<file path="config.mk">
export PLATFORM = sky130hd
export DESIGN_NAME = frame_seq_restart
export DESIGN_NICKNAME = d
export VERILOG_FILES = /design/src/rtl/frame_seq_pkg.sv /design/src/rtl/seq_reset_arm.sv /design/src/rtl/seq_counter.sv /design/src/rtl/frame_seq_restart.sv
export SDC_FILE = /design/constraint.sdc
export NUM_CORES = 1
export LEC_CHECK = 0
export BUFFER_PORTS_ARGS = -buffer_cell sky130_fd_sc_hd__clkbuf_2
export CELL_PAD_IN_SITES_DETAIL_PLACEMENT = 1
export CELL_PAD_IN_SITES_GLOBAL_PLACEMENT = 2
export CORE_ASPECT_RATIO = 1.2
export CORE_UTILIZATION = 29
export CTS_CLUSTER_SIZE = 25
export DETAILED_ROUTE_END_ITERATION = 8
export PLACE_DENSITY_LB_ADDON = 0.1
export SYNTH_ARGS = -nofsm -noshare
export SYNTH_HDL_FRONTEND = slang
export SYNTH_SLANG_ARGS = --single-unit
</file>
<file path="constraint.sdc">
create_clock -name clk -period 2.1 [get_ports clk]
set_input_delay 0.42 -clock clk [delete_from_list [all_inputs] [get_ports clk]]
set_output_delay 0.42 -clock clk [all_outputs]
set_load 0.05 [all_outputs]
</file>
<file path="src/rtl/frame_seq_pkg.sv">
package frame_seq_pkg;

    // Control word field positions (decoded by frame_seq_restart)
    localparam int unsigned CTL_TRIG   = 0;
    localparam int unsigned CTL_TID_EN = 1;
    localparam int unsigned CTL_AUX_EN = 2;
    localparam int unsigned CTL_USED   = 3;

    typedef struct packed {
        logic trig_prev;
        logic pending;
    } arm_state_t;

endpackage

</file>
<file path="src/rtl/seq_reset_arm.sv">
module seq_reset_arm
    import frame_seq_pkg::*;
(
    input  logic clk,
    input  logic rst_n,
    input  logic frame_start,
    input  logic trig,
    output logic pending,
    output logic fire
);

    arm_state_t st_d, st_q;
    logic       arm_evt;

    always_comb begin
        st_d           = st_q;
        arm_evt        = st_q.trig_prev & ~trig;
        st_d.trig_prev = trig;
        if (frame_start) begin
            // pending request is consumed here; a new edge now belongs to the new frame
            st_d.pending = arm_evt;
        end else begin
            st_d.pending = st_q.pending | arm_evt;
        end
    end

    always_ff @(posedge clk) begin
        if (!rst_n) begin
            st_q <= '0;
        end else begin
            st_q <= st_d;
        end
    end

    assign pending = st_q.pending;
    assign fire    = frame_start & st_q.pending;

    AST_ARM_ON_FALL: assert property (@(posedge clk) disable iff (!rst_n)
        (st_q.trig_prev && !trig) |=> pending);

    AST_PENDING_HOLDS: assert property (@(posedge clk) disable iff (!rst_n)
        (!frame_start && pending) |=> pending);

    AST_FIRE_CLEARS: assert property (@(posedge clk) disable iff (!rst_n)
        (fire && !(st_q.trig_prev && !trig)) |=> !pending);

endmodule

</file>
<file path="src/rtl/seq_counter.sv">
module seq_counter #(
    parameter int unsigned LEN       = 10,
    parameter int unsigned CW        = 4,
    parameter bit          START_RUN = 1'b0
) (
    input  logic          clk,
    input  logic          rst_n,
    input  logic          frame_start,
    input  logic          restart,
    output logic [CW-1:0] count,
    output logic          pulse,
    output logic          running
);

    localparam logic [CW-1:0] LAST = CW'(LEN - 1);

    typedef struct packed {
        logic          run;
        logic [CW-1:0] cnt;
        logic          pls;
    } cnt_state_t;

    cnt_state_t st_d, st_q;

    always_comb begin
        st_d     = st_q;
        st_d.pls = 1'b0;
        if (frame_start) begin
            if (restart) begin
                st_d.run = 1'b1;
                st_d.cnt = '0;
            end else if (st_q.run) begin
                st_d.cnt = (st_q.cnt == LAST) ? '0 : st_q.cnt + 1'b1;
            end
            st_d.pls = st_d.run && (st_d.cnt == '0);
        end
    end

    always_ff @(posedge clk) begin
        if (!rst_n) begin
            st_q.run <= START_RUN;
            st_q.cnt <= '0;
            st_q.pls <= 1'b0;
        end else begin
            st_q <= st_d;
        end
    end

    assign count   = st_q.cnt;
    assign pulse   = st_q.pls;
    assign running = st_q.run;

    AST_COUNT_RANGE: assert property (@(posedge clk) disable iff (!rst_n)
        count <= LAST);

    AST_RESTART_ZERO: assert property (@(posedge clk) disable iff (!rst_n)
        (frame_start && restart) |=> (count == '0) && pulse && running);

    AST_WRAP_MARK: assert property (@(posedge clk) disable iff (!rst_n)
        (frame_start && !restart && running && count == LAST) |=> (count == '0) && pulse);

    AST_HOLD_BETWEEN: assert property (@(posedge clk) disable iff (!rst_n)
        !frame_start |=> $stable(count) && !pulse);

    AST_IDLE_QUIET: assert property (@(posedge clk) disable iff (!rst_n)
        !running |-> (count == '0) && !pulse);

endmodule

</file>
<file path="src/rtl/frame_seq_restart.sv">
module frame_seq_restart
    import frame_seq_pkg::*;
#(
    parameter int unsigned CTRL_W  = 8,
    parameter int unsigned TID_LEN = 10,
    parameter int unsigned AUX_LEN = 5,
    parameter int unsigned TID_W   = $clog2(TID_LEN),
    parameter int unsigned AUX_W   = $clog2(AUX_LEN)
) (
    input  logic              clk,
    input  logic              rst_n,
    input  logic              frame_start,
    input  logic              ref_sync,
    input  logic [CTRL_W-1:0] ctrl_word,
    output logic              tid_pulse,
    output logic [TID_W-1:0]  tid_count,
    output logic              aux_pulse,
    output logic [AUX_W-1:0]  aux_count
);

    logic sw_pending;
    logic sw_fire;
    logic tid_restart;
    logic aux_restart;
    logic tid_running;
    logic aux_running;

    generate
        if (CTRL_W > CTL_USED) begin : g_spare
            logic unused_spare;
            assign unused_spare = ^ctrl_word[CTRL_W-1:CTL_USED];
        end
    endgenerate

    seq_reset_arm u_arm (
        .clk        (clk),
        .rst_n      (rst_n),
        .frame_start(frame_start),
        .trig       (ctrl_word[CTL_TRIG]),
        .pending    (sw_pending),
        .fire       (sw_fire)
    );

    // either source restarts; a coincidence merges into a single restart
    assign tid_restart = ref_sync | (sw_fire & ctrl_word[CTL_TID_EN]);
    assign aux_restart = ref_sync | (sw_fire & ctrl_word[CTL_AUX_EN]);

    seq_counter #(
        .LEN      (TID_LEN),
        .CW       (TID_W),
        .START_RUN(1'b0)
    ) u_tid (
        .clk        (clk),
        .rst_n      (rst_n),
        .frame_start(frame_start),
        .restart    (tid_restart),
        .count      (tid_count),
        .pulse      (tid_pulse),
        .running    (tid_running)
    );

    seq_counter #(
        .LEN      (AUX_LEN),
        .CW       (AUX_W),
        .START_RUN(1'b1)
    ) u_aux (
        .clk        (clk),
        .rst_n      (rst_n),
        .frame_start(frame_start),
        .restart    (aux_restart),
        .count      (aux_count),
        .pulse      (aux_pulse),
        .running    (aux_running)
    );

    AST_REF_BOTH: assert property (@(posedge clk) disable iff (!rst_n)
        (frame_start && ref_sync) |=> (tid_count == '0) && (aux_count == '0) && tid_pulse && aux_pulse);

    AST_SW_MASKED: assert property (@(posedge clk) disable iff (!rst_n)
        (frame_start && !ref_sync && sw_pending && !ctrl_word[CTL_TID_EN] && !tid_running) |=> !tid_pulse);

    AST_AUX_ALWAYS_RUNS: assert property (@(posedge clk) disable iff (!rst_n)
        aux_running);

    AST_NO_EARLY_SW: assert property (@(posedge clk) disable iff (!rst_n)
        (!frame_start) |=> !tid_pulse && !aux_pulse);

endmodule

</file>
==> impl_results.md, run 1 <==
* Number of clock buffers inserted by TritonCTS at 3
* Required time reported for the critical path endpoint at ~1700 ps
* Capture instance of the worst register-to-register path: u_tid.count[2]
* Congestion Overflow GR at 0
* Max-slew headroom at between 70 and 80%
* Critical path capture point type: primary output
* Routed vias at 623
* Count of port buffers added during placement at 15
* Largest driver fanout on the critical path at 7
* Final-layout worst hold slack at 356 ps
* Count of synthesis-stage warnings from yosys at 0
* Clock Root Buffer: sky130_fd_sc_hd__clkbuf_4
* Average size of a mapped cell at 8.24 um^2
* Reg2Reg Setup Slack at a little over 800 ps
* Cell count after placement at 122
* Max_cap viols at 0
* Overall routing resource usage at between 10% and 20%
* Number of design rule violations left after detail routing at 0
* 1st-pass router iterations at 2
* Startpoint of the worst register-to-register path: u_arm.pending
* Synth Net Count at 93
* Vias in the first global route at 581
* Max-slew violation count at 0
* Number of buffers and inverters on the critical path at 1
* Final setup violation count at 0
* Most numerous cell types in the synthesized netlist: 13 x sky130_fd_sc_hd__dfxtp_1, 10 x sky130_fd_sc_hd__a21oi_1, 7 x sky130_fd_sc_hd__nand2_1, 6 x sky130_fd_sc_hd__nand3_1, 6 x sky130_fd_sc_hd__o21ai_0
* Cells along the critical path: clkbuf_2
* Source-to-sink clock delay at the later pin of the worst-skew pair at around 280 ps
* Worst endpoint data arrival time at 1090 ps
* Sequential area share after synthesis at 40.0%
* Post-DRT Antenna Nets at 0
* Number of placed I/O pins at 21
* Non-Filler Instances at 126
* Detailed Route WL at 1510 um
* Tcrit/Tclk final at 71.9%
* Number of cells on the worst reg-to-reg path at 4
* Total negative setup slack at 0 ps
* CTS H-tree depth at 1
* Number of clock sinks at 13
* Placer's final routability congestion estimate at 0.738
* Worst supply voltage drop on vdd at 0.223 mV
* Maximum clock frequency at 662 MHz
* Power density cells at 609 mW/mm^2
* Share of async-settable or async-resettable flops after synthesis at 0%
* Time the worst path needs with I/O delays and setup at 1510 ps
* Final hold vios at 0
* Reported leakage power at around 0.30 nW
* Nets@finish at 111
* Maximum number of pins on one net before global-route repair at 16
* Antenna diode count at 0
* Initial cell density of the core at a little under a third
* Placeable core area at 0.00209 mm^2
* Half-perimeter wire length after detailed placement at 1120 um
* Number of buffers inserted to repair setup after CTS at 0
* Number of antenna violations at the first check in global routing at 0
* Resize count post-CTS at 0
* Synth area leader: sky130_fd_sc_hd__dfxtp_1
* Mapped Area at 651 um^2
* Setup repair after global routing missed its margin: no
* Detailed-route wire length per cell at about 12 um
* Clock tree skew after final layout at around 13 ps
* Class of the most critical hold timing path: in -> reg
* Area of the die at 0.00244 mm^2
* Stage delay of the slowest cell on the critical path at approximately 480 ps
* Worst hold path depth at 2
* Layout-stage area growth over the synthesis result at 20.0%
* CTS clock-pin slew for the worst setup and hold paths at 90 ps
* Top cells by area, synth: sky130_fd_sc_hd__dfxtp_1 40%, sky130_fd_sc_hd__a21oi_1 7.7%, sky130_fd_sc_hd__nand3_1 4.6%, sky130_fd_sc_hd__o21ai_0 4.6%, sky130_fd_sc_hd__nand2_1 4.0%
* Via-per-instance ratio at 4.94
* Fill cell instance count of the final layout at 271
* Buffer levels on the longest clock path at 2
* Cts hold-fix bufs at 0
* Final core occ at 37.3%
* Startpoint Class: flip-flop
* Global-route wire length before repair at 2610 um
* Family of cells with the greatest summed delay on the critical path: flip-flops
* Yosys cell types at 27
* TritonCTS clock tree: yes
* Number of synthesized flops with an enable pin at 0
* Share of post-route cells with drive strength above 1 at a little under a quarter
* Horiz. Die Dim at 45.2 um
* Outcome: finished clean
* Post-Synthesis Cells at just under 80
* Most repeated cell in the gate-level netlist after synthesis: sky130_fd_sc_hd__dfxtp_1
* Type of the worst setup path: reg -> out
* Slowest cell on the critical path: sky130_fd_sc_hd__dfxtp_1
* Crit path from: u_tid.count[1]
* Number of register bits inferred by synthesis at 13
* Prevailing post-synth register cell: sky130_fd_sc_hd__dfxtp_1
* Worst Hold Path EP: u_arm.st_q[1]
* Area share of the largest cell type after synthesis at 40.0%
* Transition time at the pin with the least slew margin at 334 ps
* DIE HEIGHT at 53.9 um
* Worst Min Path Start: ctrl_word[0]
* Starting DRC count in detailed routing at 1
* Core Rows at 18
-- worst reg2reg max path, cell delays in order (launching register included) --
cell and delay, ps:
sky130_fd_sc_hd__dfxtp_1 370, sky130_fd_sc_hd__a21oi_2 240, sky130_fd_sc_hd__nand2_1 100, sky130_fd_sc_hd__or3_1 360, sky130_fd_sc_hd__a31oi_1 130
-- layout make-up --
cell class	instances	area, um^2	area share [%]
repair buffers	15	75.1	9.62
inverters	5	18.8	2.40
flip-flops and latches	13	260	33.3
clock buffers	3	22.5	2.88
clock inverters	1	5.00	0.641
multi-input cells	59	362	46.3
well taps	30	37.5	4.81
-- per-layer routing --
layer	routed length [um]	up-vias	share of wire [%]	global-route usage, %
li1	-	321	-	-
met1	720	290	48	19.1
met2	738	10	49	23.4
met3	40	2	2.6	3.02
met4	12	0	0.79	6.06
met5	0	-	0	0
-- metrics by stage --
| step | power [W] | area, um^2 | setup slack [ps] |
|---|---|---|---|
| after floorplan | 0.000308 | 651 | 614 |
| after detailed placement | 0.000328 | 753 | 671 |
| after global routing | 0.000502 | 781 | 536 |
| after global placement | 0.000327 | 753 | 667 |
| after CTS | 0.000485 | 781 | 581 |
| final | 0.000476 | 781 | 589 |
-- registers in the layout (all words and copies together) (netlist names) --
| signal | cells |
|---|---|
| u_aux.count | 3 |
| u_arm.st_q | 1 |
| u_aux.pulse | 1 |
| u_tid.pulse | 1 |
| u_tid.count | 4 |
| u_tid.running | 1 |
| u_aux.running | 1 |
| u_arm.pending | 1 |
-- layout by cell type, fill, tap and decap left out, drive strengths merged --
cell type | netlist | final
a2111oi | 1 | 1
a211o | 1 | 1
a21o | 1 | 1
a21oi | 11 | 11
a22oi | 1 | 1
a31oi | 2 | 2
a32o | 1 | 1
and2 | 2 | 2
clkbuf | 0 | 18
clkinv | 0 | 1
dfxtp | 13 | 13
ha | 2 | 2
inv | 5 | 5
mux2i | 1 | 1
nand2 | 7 | 7
nand2b | 3 | 3
nand3 | 6 | 6
nand3b | 3 | 3
nand4 | 2 | 2
nor2 | 2 | 2
nor2b | 1 | 1
o21ai | 6 | 6
o31ai | 2 | 2
or2b | 1 | 1
or3 | 2 | 2
xnor2 | 1 | 1
-- report_power, final --
part | switching (W) | total (W) | internal, W
combinational | 0.0000421 | 0.0000620 | 0.0000199
clock | 0.0000837 | 0.000154 | 0.0000705
sequential | 0.00000600 | 0.000259 | 0.000253
total | 0.000132 | 0.000476 | 0.000344
-- kinds of logic (layout without fill, tap and decap cells) --
logic type                 count (synthesis)  count (layout)  share of synthesized area [%]
and+or+nand+nor                           29              29                           24.0
AOI/OAI and AO/OA                         26              26                           24.8
DFF                                       13              13                           40.0
buffers and inverters                      7              24                           4.42
adders and majority gates                  2               2                           3.85
xor gates and xnor gates                   1               1                           1.35
muxes                                      1               1                           1.54
-- how the worst max path moves through the flow --
| stage | endpoint | depth (start not counted) |
|---|---|---|
| after floorplan | u_tid.count[2] | 4 |
| after global placement | u_tid.count[1] | 5 |
| after detailed placement | u_aux.running | 4 |
| after CTS | tid_count[1] | 1 |
| after global routing | tid_count[1] | 1 |
| final | tid_count[1] | 1 |
(Power assumes the default switching activity.)
==> run 2: changes to the inputs <==
CORE_UTILIZATION = 24   (was 29)
clock period = 1.35 ns   (was 2.1 ns; I/O delays follow)
==> run 2 against run 1 <==
  * Sequential power is 56% higher
  * Critical path depth stayed put
  * Core utilization is 4.7 points lower
  * Non-clock buffer count is 4 higher
  * Clock skew is 11 ps lower
  * Power is 59% higher
  * Largest power group unchanged
==> impl_results.md, run 2 (synthesis results as in run 1) <==
* Overall power of the completed layout at 0.000758 W
* Largest registers in the final layout: u_tid.count (4), u_aux.count (3)
* Count of port buffers added during placement at 15
* Vias in the first global route at 611
* Congestion Overflow GR at 0
* Final standard cell area without fillers at 832 um^2
* Largest driver fanout on the critical path at 7
* Cts hold-fix bufs at 0
* Time the worst path needs with I/O delays and setup at 1300 ps
* Nets@finish at 115
* Share of post-route cells with drive strength above 1 at 31.0%
* Type of the worst setup path: reg -> out
* Setup repair after global routing missed its margin: yes
* Worst supply voltage drop on vdd at 0.477 mV
* Worst endpoint data arrival time at about 1000 ps
* Reported leakage power at 0.323 nW
* Initial cell density of the core at between 20% and 30%
* Total negative setup slack at 0 ps
* Number of buffers and inverters on the critical path at 1
* Source-to-sink clock delay at the later pin of the worst-skew pair at 270 ps
* Buffer levels on the longest clock path at 2
* Number of flip-flops under the largest register name at 4
* Detailed-route wire length per cell at 12.2 um
* Detailed Route WL at 1630 um
* TritonCTS clock tree: yes
* Via-per-instance ratio at a little under 5
* Number of buffers inserted to repair setup after CTS at 0
* Most frequent cells in the layout: 12 x sky130_fd_sc_hd__clkbuf_2, 10 x sky130_fd_sc_hd__a21oi_1, 8 x sky130_fd_sc_hd__dfxtp_1, 7 x sky130_fd_sc_hd__nand2_1
* Clock tree skew after final layout at 1.66 ps
* Number of placed I/O pins at 21
* Area of the die at slightly below 0.003 mm^2
* Outcome: finished clean
* 1st-pass router iterations at 2
* Resize count post-CTS at 0
* Maximum clock frequency at just under 800 MHz
* Number of clock sinks at 13
* Overall routing resource usage at 12.7%
* Core Rows at 20
* Startpoint Class: flip-flop
* Post-DRT Antenna Nets at 0
* Routed vias at 642
* Power density cells at 911 mW/mm^2
* Cell count after placement at 129
* Required time reported for the critical path endpoint at about 1100 ps
* Layout-stage area growth over the synthesis result at 27.9%
* Max-slew headroom at 81.1%
* Global-route wire length before repair at 2790 um
* Final setup violation count at 0
* Starting DRC count in detailed routing at 10
* Non-Filler Instances at 133
* Stage delay of the slowest cell on the critical path at 470 ps
* Transition time at the pin with the least slew margin at 282 ps
* CTS clock-pin slew for the worst setup and hold paths at 80 ps
* Most common cell after layout, fill and taps aside: sky130_fd_sc_hd__clkbuf_2
* Cells along the critical path: clkbuf_4
* Half-perimeter wire length after detailed placement at around 1200 um
* Critical path capture point type: primary output
* Tcrit/Tclk final at 96.3%
* Final hold vios at 0
* Placer's final routability congestion estimate at 0.709
* Horiz. Die Dim at 49.5 um
* Class of the most critical hold timing path: in -> reg
* Number of design rule violations left after detail routing at 0
* Clock Root Buffer: sky130_fd_sc_hd__clkbuf_4
* Max_cap viols at 0
* Maximum number of pins on one net before global-route repair at 11
* DIE HEIGHT at 59.0 um
* Slowest cell on the critical path: sky130_fd_sc_hd__dfxtp_1
* Antenna diode count at 0
* CTS H-tree depth at 1
* Cell area reported after detailed placement at 792 um^2
* Max-slew violation count at 0
* Placeable core area at 0.00255 mm^2
* Top reg by flops: u_tid.count
* Number of antenna violations at the first check in global routing at 0
* Family of cells with the greatest summed delay on the critical path: flip-flops
* Number of clock buffers inserted by TritonCTS at 3
[run 2: cell types whose count changed in the layout (fill, tap and decap cells not counted), sizes merged]
cell    delta
clkbuf     +1
clkinv     -1
buf        +4
[run 2: cell type report]
cell class	instances	area, um^2
Multi-Input combinational cell	59	367
Clock buffer	4	26.3
Sequential cell	13	267
Fill cell	325	1720
Tap cell	33	41.3
Inverter	5	18.8
Timing Repair Buffer	19	113
[run 2: per-layer routing]
metal	part of all wire [%]	track usage (%)
met5	0	0
met3	3.0	2.31
met1	44	14.8
met2	52	22.0
met4	1.2	7.35
[run 2: final timing paths]
kind	startpoint	slack, ps	end	depth (start not counted)
max	u_tid.count[3]	50	tid_count[3]	1
min	ctrl_word[0]	210	u_arm.st_q[1]	2
min reg2reg	u_arm.st_q[1]	460	u_arm.pending	2
max reg2reg	u_arm.pending	160	u_tid.count[2]	4
[run 2: report_power, final]
group	switching, W	total, W	internal (W)
logic	0.0000675	0.000107	0.0000394
clock network	0.000132	0.000247	0.000114
registers	0.00000959	0.000404	0.000395
[run 2: metrics by stage]
| step | hold WS (ps) | setup WS, ps | utilization (%) |
|---|---|---|---|
| after detailed placement | 450 | 147 | 31.0 |
| after global routing | 196 | -9.94 | 32.6 |
| after floorplan | 397 | 27.9 | - |
| after CTS | 209 | 21.3 | 32.1 |
| final | 212 | 49.8 | 32.6 |
| after global placement | 438 | 158 | 31.0 |
==> run 3: changes to the inputs <==
clock period = 1 ns   (was 1.35 ns; I/O delays follow)
==> run 3 against run 2 <==
  * The flow now finishes with violations (negative setup slack)
  * Design area rose by 64%
  * Clock skew rose by 3.4 ps
  * Setup slack got worse by 170 ps
  * Sequential power rose by 31%
  * Sequential share of layout area fell by 10 points
  * Critical path depth rose by 1
  * Clock power rose by 35%
==> impl_results.md, run 3 (synthesis results as in run 1) <==
* Post-placement setup slack at -145 ps
* Max-slew headroom at 79.6%
* Top reg by flops: u_tid.count
* Layout-stage area growth over the synthesis result at 110%
* Setup ws final at -125 ps
* Family of cells with the greatest summed delay on the critical path: flip-flops
* Critical path capture point type: primary output
* Clock tree skew after final layout at 5.08 ps
* Type of the worst setup path: reg -> out
* Final core occ at between 50 and 60%
* Cells along the critical path: buf_6, clkbuf_16
* Vias in the first global route at 807
* Required time reported for the critical path endpoint at 800 ps
* Congestion Overflow GR at 0
* Placeable core area at 0.00255 mm^2
* Post-DRT Antenna Nets at 0
* Number of placed I/O pins at 21
* Largest driver fanout on the critical path at 4
* Final setup violation count at 16
* Placer's final routability congestion estimate at 0.701
* Number of buffers and inverters on the critical path at 2
* Maximum clock frequency at ~890 MHz
* Global-route wire length before repair at 3640 um
* Number of antenna violations at the first check in global routing at 0
* Startpoint Class: flip-flop
* Setup repair after global routing missed its margin: yes
* DIE HEIGHT at 59.0 um
* Tcrit/Tclk final at 112%
* Detailed-route wire length per cell at 14.9 um
* Clock Root Buffer: sky130_fd_sc_hd__clkbuf_4
* CTS clock-pin slew for the worst setup and hold paths at about 80 ps
* Core Rows at 20
* Slowest cell on the critical path: sky130_fd_sc_hd__dfxtp_4
* Number of flip-flops under the largest register name at 4
* Class of the most critical hold timing path: in -> reg
* Nets@finish at 136
* Maximum number of pins on one net before global-route repair at 8
* Outcome: finished, violations left
* Detailed Route WL at 2300 um
* Most frequent cells in the layout: 17 x sky130_fd_sc_hd__buf_4, 8 x sky130_fd_sc_hd__buf_6, 8 x sky130_fd_sc_hd__dfxtp_4, 7 x sky130_fd_sc_hd__clkbuf_16
* Starting DRC count in detailed routing at 12
* Time the worst path needs with I/O delays and setup at 1120 ps
* Power density cells at 836 mW/mm^2
* Largest registers in the final layout: u_tid.count (4), u_aux.count (3)
* Count of port buffers added during placement at 15
* Overall routing resource usage at 16.6%
* Worst endpoint data arrival time at 920 ps
* Number of clock buffers inserted by TritonCTS at 3
* Number of clock sinks at 13
* Buffer levels on the longest clock path at 2
* Via-per-instance ratio at just under 5
* Transition time at the pin with the least slew margin at 306 ps
* Stage delay of the slowest cell on the critical path at about 370 ps
* Routed vias at 753
* Max-slew violation count at 0
* 1st-pass router iterations at 2
* Violations in the final reports: negative setup slack
* Reported leakage power at 0.510 nW
* Area of the die at 0.00292 mm^2
* TritonCTS clock tree: yes
* Overall power of the completed layout at 0.00114 W
* Cts hold-fix bufs at 0
* Antenna diode count at 0
* CTS H-tree depth at 1
* Horiz. Die Dim at roughly 50 um
* Worst supply voltage drop on vdd at 0.465 mV
* Final hold vios at 0
* Most common cell after layout, fill and taps aside: sky130_fd_sc_hd__buf_4
* Max_cap viols at 0
* Number of design rule violations left after detail routing at 0
* Initial cell density of the core at 25.5%
* Source-to-sink clock delay at the later pin of the worst-skew pair at ~280 ps
* Share of post-route cells with drive strength above 1 at roughly 69%
* Half-perimeter wire length after detailed placement at around 1400 um
-- run 3: cell count changes in the layout (fill, tap and decap cells not counted), sizes merged --
cell and delta:
clkbuf -2, buf +23
-- run 3: metal layers --
layer,vias to the layer above,GRT usage (%),share of wire [%]
met3,4,2.56,1.7
met1,368,16.6,38
li1,371,-,-
met5,-,0,0
met2,10,33.4,59
met4,0,7.35,1.5
-- run 3: worst paths after layout --
| kind | from | endpoint | slack, ps | cells past startpoint |
|---|---|---|---|---|
| worst max-delay path | u_aux.count[0] | aux_count[0] | -120 | 2 |
| worst min-delay path | ctrl_word[0] | u_arm.st_q[1] | 140 | 2 |
| worst max register to register | u_arm.pending | u_tid.count[1] | -110 | 5 |
| worst min register to register | u_arm.st_q[1] | u_arm.pending | 450 | 2 |
-- run 3: cell type report --
type / instances / area [um^2]
flip-flops and latches: 13 / 294
well taps: 33 / 41.3
multi-input cells: 59 / 531
fillers: 281 / 1190
repair buffers: 40 / 453
clock buffers: 4 / 26.3
inverters: 5 / 18.8
-- run 3: what timing repair did --
| item | 4_1_cts | 5_1_grt |
|---|---|---|
| pin swaps | 14 | 8 |
| setup endpoints to repair | 18 | 19 |
| gates resized for setup | 43 | 24 |
| buffers inserted | 7 | 3 |
-- run 3: per-stage QoR --
| step | cells | cell area [um^2] | setup TNS [ps] | hold slack [ps] |
|---|---|---|---|---|
| final | 154 | 1360 | -1180 | 138 |
| after floorplan | 79 | 722 | -514 | 327 |
| after global placement | 140 | 941 | -551 | 424 |
| after global routing | 154 | 1360 | -1880 | 148 |
| after CTS | 151 | 1250 | -1250 | 138 |
| after detailed placement | 140 | 941 | -763 | 425 |
-- run 3: report_power, final --
group	switching (W)	internal (W)
Sequential	0.0000145	0.000516
Combinational	0.000140	0.000136
Clock	0.000179	0.000155
Total	0.000333	0.000807
